<file path="src/rtl/hpt_pkg.sv">
`timescale 1ns/1ps
// Shared types and constants for the hashed page table searcher.
// Assumes 9-bit segment encodings and fixed entry field positions.
package hpt_pkg;

    typedef enum logic [1:0] {
        PSZ_NONE = 2'd0,
        PSZ_4K   = 2'd1,
        PSZ_64K  = 2'd2,
        PSZ_16M  = 2'd3
    } psz_t;

    localparam int SEG_ENC_W = 9;
    localparam logic [SEG_ENC_W-1:0] SEG_ENC_4K  = 9'h000;
    localparam logic [SEG_ENC_W-1:0] SEG_ENC_16M = 9'h100;
    localparam logic [SEG_ENC_W-1:0] SEG_ENC_64K = 9'h110;

    // first doubleword: bit0 valid, bit1 secondary flag, compare field from CMP_LSB up
    localparam int CMP_LSB = 7;
    // second doubleword: size field bits 19:12
    localparam int SZ_LSB  = 12;
    localparam int SZ_W    = 8;
    localparam logic [3:0] SZ64K_CODE = 4'h1;

endpackage

</file>
<file path="src/rtl/hpt_psize_decode.sv">
`timescale 1ns/1ps
// Decodes the segment page-size encoding into a size class.
// Assumes the 64K encoding is only honoured when the capability is set.
module hpt_psize_decode
    import hpt_pkg::*;
(
    input  logic [SEG_ENC_W-1:0] seg_enc,
    input  logic                 cap_64k,
    output psz_t                 psz
);

    // map encoding to size class
    always_comb begin
        if (seg_enc == SEG_ENC_4K)
            psz = PSZ_4K;
        else if (seg_enc == SEG_ENC_16M)
            psz = PSZ_16M;
        else if (seg_enc == SEG_ENC_64K && cap_64k)
            psz = PSZ_64K;
        else
            psz = PSZ_NONE;
    end

endmodule

</file>
<file path="src/rtl/hpt_entry_match.sv">
`timescale 1ns/1ps
// Qualifies one table entry: candidate test on the first doubleword fields,
// and acceptance once the size field of the second doubleword is known.
// Assumes the size field input is only meaningful when accept is used.
module hpt_entry_match
    import hpt_pkg::*;
#(
    parameter int CMP_W = 57
) (
    input  logic             e_valid,
    input  logic             e_sec,
    input  logic [CMP_W-1:0] e_cmp,
    input  logic [SZ_W-1:0]  e_size,
    input  logic             pass,
    input  logic [CMP_W-1:0] cmp_val,
    input  psz_t             psz,
    output logic             cand,
    output logic             accept
);

    logic size_ok;

    // candidate test: valid, correct pass, compare match, size selected
    always_comb begin
        cand = e_valid && (e_sec == pass) && (e_cmp == cmp_val) && (psz != PSZ_NONE);
    end

    // size field test for the segment page size
    always_comb begin
        case (psz)
            PSZ_4K:  size_ok = 1'b1;
            PSZ_64K: size_ok = (e_size[3:0] == SZ64K_CODE);
            PSZ_16M: size_ok = (e_size == '0);
            default: size_ok = 1'b0;
        endcase
    end

    // final acceptance
    always_comb begin
        accept = cand && size_ok;
    end

endmodule

</file>
<file path="src/rtl/hpt_group_addr.sv">
`timescale 1ns/1ps
// Forms the entry offset and doubleword address for a pass and index.
// Assumes ADDR_W >= HASH_W and that the group size is a power of two.
module hpt_group_addr #(
    parameter int HASH_W      = 39,
    parameter int ADDR_W      = 64,
    parameter int IDX_W       = 3,
    parameter int ENTRY_SHIFT = 4,
    parameter int DW_BYTES    = 8
) (
    input  logic [HASH_W-1:0] hash,
    input  logic [HASH_W-1:0] mask,
    input  logic [ADDR_W-1:0] base,
    input  logic              pass,
    input  logic [IDX_W-1:0]  idx,
    input  logic              upper,
    output logic [ADDR_W-1:0] entry_off,
    output logic [ADDR_W-1:0] entry_addr
);

    localparam int GROUP_SHIFT = IDX_W + ENTRY_SHIFT;

    logic [HASH_W-1:0] grp_sel;

    // pick the hash for this pass and mask it
    always_comb begin
        grp_sel = (pass ? ~hash : hash) & mask;
    end

    // entry offset from table base and doubleword address
    always_comb begin
        entry_off  = (ADDR_W'(grp_sel) << GROUP_SHIFT) + (ADDR_W'(idx) << ENTRY_SHIFT);
        entry_addr = base + entry_off + (upper ? ADDR_W'(DW_BYTES) : '0);
    end

endmodule

</file>
<file path="src/rtl/hpt_group_search.sv">
`timescale 1ns/1ps
// Hashed page table group searcher. Walks the primary group, then the
// secondary group, one doubleword per read, until an entry is accepted.
// Assumes one outstanding read and a response only for an accepted request.
module hpt_group_search
    import hpt_pkg::*;
#(
    parameter int HASH_W        = 39,
    parameter int ADDR_W        = 64,
    parameter int DW            = 64,
    parameter int GROUP_ENTRIES = 8,
    localparam int CMP_W        = DW - CMP_LSB
) (
    input  logic                 clk,
    input  logic                 rst_n,
    input  logic                 start,
    input  logic [HASH_W-1:0]    hash,
    input  logic [ADDR_W-1:0]    tbl_base,
    input  logic [HASH_W-1:0]    tbl_mask,
    input  logic [SEG_ENC_W-1:0] seg_enc,
    input  logic                 cap_64k,
    input  logic [CMP_W-1:0]     cmp_val,
    output logic                 rd_req_valid,
    input  logic                 rd_req_ready,
    output logic [ADDR_W-1:0]    rd_req_addr,
    input  logic                 rd_rsp_valid,
    input  logic [DW-1:0]        rd_rsp_data,
    output logic                 done,
    output logic                 hit,
    output logic                 miss,
    output logic [ADDR_W-1:0]    hit_offset,
    output logic [DW-1:0]        hit_dw0,
    output logic [DW-1:0]        hit_dw1
);

    localparam int IDX_W       = $clog2(GROUP_ENTRIES);
    localparam int DW_BYTES    = DW / 8;
    localparam int ENTRY_SHIFT = $clog2(2 * DW_BYTES);
    localparam logic [IDX_W-1:0] LAST_IDX = IDX_W'(GROUP_ENTRIES - 1);

    typedef enum logic [2:0] {
        S_IDLE, S_RD0, S_W0, S_RD1, S_W1
    } st_t;

    st_t               state;
    logic              pass_q;
    logic [IDX_W-1:0]  idx_q;
    logic [HASH_W-1:0] hash_q;
    logic [HASH_W-1:0] mask_q;
    logic [ADDR_W-1:0] base_q;
    logic [CMP_W-1:0]  cmp_q;
    psz_t              psz_q;
    psz_t              psz_in;
    logic [DW-1:0]     dw0_q;
    logic [DW-1:0]     dw0_src;
    logic [ADDR_W-1:0] entry_off;
    logic [ADDR_W-1:0] entry_addr;
    logic              cand;
    logic              accept;
    logic              step;
    logic              last_idx;

    hpt_psize_decode u_dec (
        .seg_enc (seg_enc),
        .cap_64k (cap_64k),
        .psz     (psz_in)
    );

    hpt_group_addr #(
        .HASH_W      (HASH_W),
        .ADDR_W      (ADDR_W),
        .IDX_W       (IDX_W),
        .ENTRY_SHIFT (ENTRY_SHIFT),
        .DW_BYTES    (DW_BYTES)
    ) u_addr (
        .hash       (hash_q),
        .mask       (mask_q),
        .base       (base_q),
        .pass       (pass_q),
        .idx        (idx_q),
        .upper      (state == S_RD1),
        .entry_off  (entry_off),
        .entry_addr (entry_addr)
    );

    // first doubleword comes from the bus while it arrives, else from the capture
    always_comb begin
        dw0_src = (state == S_W0) ? rd_rsp_data : dw0_q;
    end

    hpt_entry_match #(
        .CMP_W (CMP_W)
    ) u_match (
        .e_valid (dw0_src[0]),
        .e_sec   (dw0_src[1]),
        .e_cmp   (dw0_src[DW-1:CMP_LSB]),
        .e_size  (rd_rsp_data[SZ_LSB +: SZ_W]),
        .pass    (pass_q),
        .cmp_val (cmp_q),
        .psz     (psz_q),
        .cand    (cand),
        .accept  (accept)
    );

    // read request driven from the request states
    always_comb begin
        rd_req_valid = (state == S_RD0) || (state == S_RD1);
        rd_req_addr  = entry_addr;
    end

    // entry rejected: move on to the next entry, pass, or finish
    always_comb begin
        step = rd_rsp_valid &&
               (((state == S_W0) && !cand) || ((state == S_W1) && !accept));
        last_idx = (idx_q == LAST_IDX);
    end

    // search sequencer and result registers
    always_ff @(posedge clk) begin
        if (!rst_n) begin
            state      <= S_IDLE;
            pass_q     <= 1'b0;
            idx_q      <= '0;
            hash_q     <= '0;
            mask_q     <= '0;
            base_q     <= '0;
            cmp_q      <= '0;
            psz_q      <= PSZ_NONE;
            dw0_q      <= '0;
            done       <= 1'b0;
            hit        <= 1'b0;
            miss       <= 1'b0;
            hit_offset <= '0;
            hit_dw0    <= '0;
            hit_dw1    <= '0;
        end else begin
            done <= 1'b0;
            hit  <= 1'b0;
            miss <= 1'b0;
            case (state)
                S_IDLE: begin
                    if (start) begin
                        hash_q <= hash;
                        mask_q <= tbl_mask;
                        base_q <= tbl_base;
                        cmp_q  <= cmp_val;
                        psz_q  <= psz_in;
                        pass_q <= 1'b0;
                        idx_q  <= '0;
                        state  <= S_RD0;
                    end
                end
                S_RD0: begin
                    if (rd_req_ready) state <= S_W0;
                end
                S_W0: begin
                    if (rd_rsp_valid) begin
                        dw0_q <= rd_rsp_data;
                        if (cand) state <= S_RD1;
                    end
                end
                S_RD1: begin
                    if (rd_req_ready) state <= S_W1;
                end
                S_W1: begin
                    if (rd_rsp_valid && accept) begin
                        done       <= 1'b1;
                        hit        <= 1'b1;
                        hit_offset <= entry_off;
                        hit_dw0    <= dw0_q;
                        hit_dw1    <= rd_rsp_data;
                        state      <= S_IDLE;
                    end
                end
                default: state <= S_IDLE;
            endcase
            if (step) begin
                if (!last_idx) begin
                    idx_q <= idx_q + 1'b1;
                    state <= S_RD0;
                end else if (!pass_q) begin
                    pass_q <= 1'b1;
                    idx_q  <= '0;
                    state  <= S_RD0;
                end else begin
                    done       <= 1'b1;
                    miss       <= 1'b1;
                    hit_offset <= '1;
                    hit_dw0    <= '0;
                    hit_dw1    <= '0;
                    state      <= S_IDLE;
                end
            end
        end
    end

endmodule

</file>
<file path="config.mk">
export PLATFORM = sky130hd
export DESIGN_NAME = hpt_group_search
export DESIGN_NICKNAME = d
export VERILOG_FILES = /design/src/rtl/hpt_pkg.sv /design/src/rtl/hpt_psize_decode.sv /design/src/rtl/hpt_entry_match.sv /design/src/rtl/hpt_group_addr.sv /design/src/rtl/hpt_group_search.sv
export SDC_FILE = /design/constraint.sdc
export NUM_CORES = 1
export LEC_CHECK = 0
export ABC_AREA = 0
export BUFFER_PORTS_ARGS = -buffer_cell sky130_fd_sc_hd__buf_2
export CORE_ASPECT_RATIO = 0.6
export CORE_MARGIN = 4
export CORE_UTILIZATION = 54
export DETAILED_ROUTE_END_ITERATION = 8
export GPL_ROUTABILITY_DRIVEN = 0
export GPL_TIMING_DRIVEN = 0
export HOLD_SLACK_MARGIN = 0.03
export PLACE_DENSITY = 0.83
export SLEW_MARGIN = 5
export SYNTH_ARGS = -nofsm -noshare
export SYNTH_HDL_FRONTEND = slang
export SYNTH_HIERARCHICAL = 1
export SYNTH_SLANG_ARGS = --single-unit
</file>
<file path="constraint.sdc">
create_clock -name clk -period 5.8 [get_ports clk]
set_clock_uncertainty 0.1 [all_clocks]
set_input_delay 1.16 -clock clk [delete_from_list [all_inputs] [get_ports clk]]
set_output_delay 1.16 -clock clk [all_outputs]
set_load 0.01 [all_outputs]
</file>
* Word-level counts from Yosys, hierarchy flattened
Index checks and enable logic that the tools add are counted.
** Word-level totals
- Word-level logic and storage cells :: 109
- Input bits :: 278
- Output and inout port bits :: 260
- Bits in registers :: 467
** Cells by class
- Add/sub/neg operators :: 4
- Equality and inequality tests :: 19
- Reductions and logical operators :: 21
- Bitwise logic cells :: 2
- Multiplexer cells :: 48
** Operators with widths (number)
- $mux W64 :: 16
- $add A64 B4 Y64 :: 1
- $add A64 B64 Y64 :: 1
- $eq A57 B57 Y1 :: 1
- $add A46 B7 Y47 :: 1
- $and A39 B39 Y39 :: 1
- $mux W39 :: 1
- $not A39 Y39 :: 1
- $mux W3 :: 12
- $eq A9 B9 Y1 const B :: 2
- $ne A3 B3 Y1 const B :: 5
- $pmux W3 S5 :: 1
- $mux W1 :: 13
- $logic_and A1 B1 Y1 :: 9
- $logic_not A9 Y1 :: 1
- $logic_not A8 Y1 :: 1
- $eq A3 B2 Y1 const B :: 2
- $eq A3 B3 Y1 const B :: 2
- $mux W2 :: 3
- $reduce_and A6 Y1 :: 1
- $eq A2 B2 Y1 const B :: 2
- $eq A4 B1 Y1 const B :: 1
- $mux W4 :: 1
- $reduce_and A2 Y1 :: 2
- other kinds (11) :: 13

* Longest topological paths before layout
- Word-level depth :: 13
- Mapped depth :: 17
- Depth with buffers taken out :: 12

* Hierarchy
Netlist, hierarchy kept.
** By module, submodules not included
- hpt_group_search :: cells each 2028, times used 1, area each 17714.5 µm², sequential area each 9349.0 µm²
- hpt_group_addr :: cells each 502, times used 1, area each 3552.2 µm², sequential area each 0.0 µm²
- hpt_entry_match :: cells each 106, times used 1, area each 765.7 µm², sequential area each 0.0 µm²
- hpt_psize_decode :: cells each 5, times used 1, area each 43.8 µm², sequential area each 0.0 µm²

* Worst setup path after synthesis
No wires, ideal clock.
- Path type :: register -> output
- Start point :: register pass_q
- End point :: output port rd_req_addr[62]
- Slack :: 856 ps
- Data required time :: 4540 ps
- Cell stages (with the launch flop) :: 17
- Path buffers :: 4
- Arrival :: 3684 ps
- Cell sequence :: dfxtp_1 -> clkbuf_1 -> clkbuf_1 -> clkbuf_1 -> xor2_1 -> and2_1 -> ha_1 -> nand2_1 -> o211a_1 -> a211oi_1 -> a211oi_2 -> o21ai_2 -> a21oi_1 -> o21ba_2 -> buf_6 -> nor3b_2 -> xor2_1
** On the way
- Longest elaborated chain between the ends :: 5
** Ends and longest elaborated chain
- start: declaration :: line hpt_group_search.sv:46 : logic pass_q;
- start signal: assignment :: line hpt_group_search.sv:122 : pass_q <= 1'b0;
- start signal: assignment :: line hpt_group_search.sv:148 : pass_q <= 1'b0;
- start signal: assignment :: line hpt_group_search.sv:182 : pass_q <= 1'b1;
- $mux W39 :: line hpt_group_addr.sv:27 : grp_sel = (pass ? ~hash : hash) & mask;
- $and A39 B39 Y39 :: line hpt_group_addr.sv:27
- $add A46 B7 Y47 :: line hpt_group_addr.sv:32 : entry_off = (ADDR_W'(grp_sel) << GROUP_SHIFT) + (ADDR_W'(idx) << ENTRY_SHIFT);
- via entry_off[15] :: line hpt_group_search.sv:56 : logic [ADDR_W-1:0] entry_off;
- $add A64 B64 Y64 :: line hpt_group_addr.sv:33 : entry_addr = base + entry_off + (upper ? ADDR_W'(DW_BYTES) : '0);
- $add A64 B4 Y64 :: line hpt_group_addr.sv:33
- end: declaration :: line hpt_group_search.sv:25 : output logic [ADDR_W-1:0] rd_req_addr,
The timed path passes the listed nets, and every way through them passes these cells.

* Final worst setup path
- Start point :: register pass_q
- End point :: output port rd_req_addr[55]
Same word-level chain as after synthesis.

==> flow_summary.yaml <==
sta:
  final_max_slew_viol_count: 0
  fin_hold_ws_ns: 0.355
  hold_viol_final: 0
  slew_headroom_pct: 20.8
  max_freq_ghz: 0.177
  timing.final.crit_share_pct: 97.6
  fin_crit_ns: 5.66
  worst_slack_ns: 0.141
  finalSetupViolCount: 0
  worst_slew_pin_slew_ns: 1.19
route:
  ant_nets: 0
  drt_first_iter_violations: 3212
  drt_pass1_iterations: 8
  wl_per_cell_um: 22.8
  viasPerCell: 6.22
  postRouteWirelength_um: 87900
  drc: 0
  vias: 24000
die:
  rows: 57
  fp.dieW_um: 269
  dieArea_sq_um: 44300
  start_util_pct: 54.6
  core_sq_um: 40400
  ios: 538
  die_h_um: 165
grt:
  grt_pass1_wl_um: 127000
  overflow: 0
  grt_antenna_before_repair: 24
  grt_max_degree: 16
  grt_usage_pct: 37.2
  first_global_vias: 22000
clock_tree:
  htreeDepth: 2
  cts_root_buf: "clkbuf_16"
  cts_sinks: 467
  cts_buffers: 44
  cts.path.max_buffers: 3
  insertion_delay_ns: 0.57
  clk_pin_slew_ns: 0.07
  cts_tree: "built"
critical_path:
  crit_path_end_kind: "output pin"
  path_delay_family: "compound AO/OA/AOI/OAI gates"
  cp_slowest_stage_delay_ns: 0.41
  r2r_start: "state[1]"
  path_class: "flip-flop to output pin"
  crit_path_max_fanout: 10
  rrSetupSlack_ns: 0.16
  required_ns: 4.54
  r2r_end: "hit_dw0[8]"
  worstRegToRegCells: 16
  crit_slowest_cell: "dfxtp_1"
  crit_buf_inv: 5
  crit_path_cell_trace: "clkbuf_4, buf_8, xor2_1, and2_1, ha_1, clkbuf_1, nand4_1, nor3_4, nand2_1, o21ai_1, a21oi_1, a211o_1, a21boi_4, buf_12, o211ai_1, xnor2_1, buf_2"
  start_kind: "flip-flop"
  cp.arrival_ns: 4.40
yosys:
  synth_ff_type: "dfxtp_1"
  synth_edf_count: 0
  ys_ff_latch: 467
  syn_area_sq_um: 22100
  syn_inst: 2641
  synth_cell_types: 80
  ys_warn_count: 6
  async_flop_share_pct: 0
  yosysSeqAreaShare_pct: 42.3
  avgSynthCellArea_sq_um: 8.36
layout:
  fin_util_pct: 67.9
  n_fill_cell: 3239
  regArea_sq_um: 9350
  multiInputGateArea_sq_um: 11500
  nets: 3577
  area_delta_synth_final_pct: 24.3
  finalNonFillerCells: 3849
  drive_gt1_share_pct: 27.0
power_and_ir_drop:
  p_leak_nw: 12.1
  peakVddDrop_uv: 207
  power.density_nw_per_um2: 274
  p_total_mw: 7.51
worst_hold_path:
  holdPathEnd: "mask_q[3]"
  min_from: "mask_q[3]"
  min_path_type: "flip-flop to flip-flop"
  hold_path_depth: 2
placement:
  portBuffers: 536
  dp_hpwl_um: 67400
  pre_cts_slack_ns: -0.867
  place_inst: 3729
status:
  status: "completed"
flow_run:
  max_cap_viol_count: 0
[metal layers]
metal / routed length [um] / vias to the layer above / share of wire (%) / track usage [%]
met3: 12200 / 426 / 14 / 12.1
met2: 35200 / 1853 / 40 / 51.3
met1: 34800 / 11200 / 40 / 51.4
li1: - / 10500 / - / -
met4: 5660 / 2 / 6.4 / 20.2
met5: 12 / - / 0.014 / 0
[cell usage in the layout, fill, tap and decap left out, types with 6 or more instances in the layout]
cell type	count
buf_4	47
nand3_1	139
xnor2_1	49
and3_1	9
a21oi_1	315
nor2_1	29
o22ai_1	9
o21ai_0	149
nand2b_1	9
xor2_1	89
nor3_1	12
dfxtp_1	467
bufinv_16	6
ha_1	38
clkbuf_8	12
conb_1	22
nor2b_1	10
and2_1	43
clkinv_2	7
nand2_1	578
diode_2	29
a211oi_1	131
clkbuf_16	44
buf_6	23
clkbuf_1	97
inv_1	29
a221o_1	63
a21o_1	25
mux2_2	59
o21ai_1	9
a21oi_2	6
nand4_1	17
buf_2	622
[cell type report]
class | instances | share of cell area (%)
plain buffers | 250 | 5.17
repair buffers | 546 | 10.1
diodes | 29 | 0.264
well taps | 531 | 2.42
multi-input cells | 1914 | 41.8
clock buffers | 62 | 4.70
inverters | 30 | 0.410
clock inverters | 20 | 1.07
flip-flops and latches | 467 | 34.1
[registers in the layout, summed over array words and instances, names as in the netlist, 3 cells and up]
name,cells
mask_q,39
hit_dw1,64
state,3
idx_q,3
dw0_q,64
cmp_q,57
hit_offset,64
hash_q,39
hit_dw0,64
base_q,64
[worst max-delay path by stage]
stage | start | end | depth (start not counted)
2_1_floorplan | pass_q | rd_req_addr[62] | 16
3_3_place_gp | pass_q | rd_req_addr[63] | 16
3_5_place_dp | pass_q | rd_req_addr[63] | 16
4_1_cts | pass_q | rd_req_addr[58] | 17
5_1_grt | pass_q | rd_req_addr[33] | 15
6_report | pass_q | rd_req_addr[55] | 17
[worst register-to-register path, delay by kind of cell, from the launching register on]
| kind | cells | cell delay (ns) |
|---|---|---|
| AND/OR/NAND/NOR | 5 | 0.81 |
| AO/OA/AOI/OAI | 2 | 0.51 |
| flip-flops | 1 | 0.40 |
| multiplexers | 1 | 0.39 |
| buffers and inverters | 7 | 2.71 |
| XOR/XNOR | 1 | 0.61 |
[power breakdown]
group | switching (mW) | internal (mW) | total (mW)
combinational | 0.585 | 0.339 | 0.923
clock | 1.35 | 1.84 | 3.18
sequential | 0.0850 | 3.32 | 3.40
total | 2.02 | 5.49 | 7.51
[cells by family (layout without fill, tap and decap cells)]
group / Yosys count / after routing / share of synthesized area [%]
buf+inv: 281 / 908 / 6.71
fa+ha+maj: 46 / 46 / 2.64
mux: 60 / 60 / 3.05
compound gates: 767 / 767 / 21.9
flops: 467 / 467 / 42.3
xor+xnor: 138 / 138 / 5.47
other cells: 1 / 51 / 0.0170
simple gates: 881 / 881 / 17.8
[stage by stage]
stage | instance area, sq um | TNS (ns)
global placement | 25500 | -20.23
finish | 27400 | 0
detailed placement | 25500 | -21.90
global route | 27400 | -0.000780
CTS | 27100 | 0
floorplan | 22200 | 0
[cells in the mapped netlist, types with 6 or more instances]
library cell,instances,area [sq um]
nand2_1,579,2170
dfxtp_1,467,9350
a21oi_1,320,1600
o21ai_0,153,766
nand3_1,139,696
a211oi_1,132,991
clkbuf_1,98,368
xor2_1,89,780
buf_2,86,430
a221o_1,63,631
mux2_2,59,664
xnor2_1,49,429
ha_1,45,563
and2_1,44,275
buf_4,39,293
inv_1,29,109
nor2_1,29,109
a21o_1,25,188
buf_6,23,259
nand4_1,17,106
nor3_1,13,65.1
nor2b_1,10,62.6
and3_1,9,56.3
nand2b_1,9,56.3
o22ai_1,9,56.3
nor4_1,6,37.5
o2111ai_1,6,52.6
[what timing repair did]
item                       CTS  global route
pin swaps                    2            10
setup buffers                2             8
resized for setup           13            41
hold buffers                 0             0
setup endpoints to repair   53           143
(Power assumes the default switching activity.)
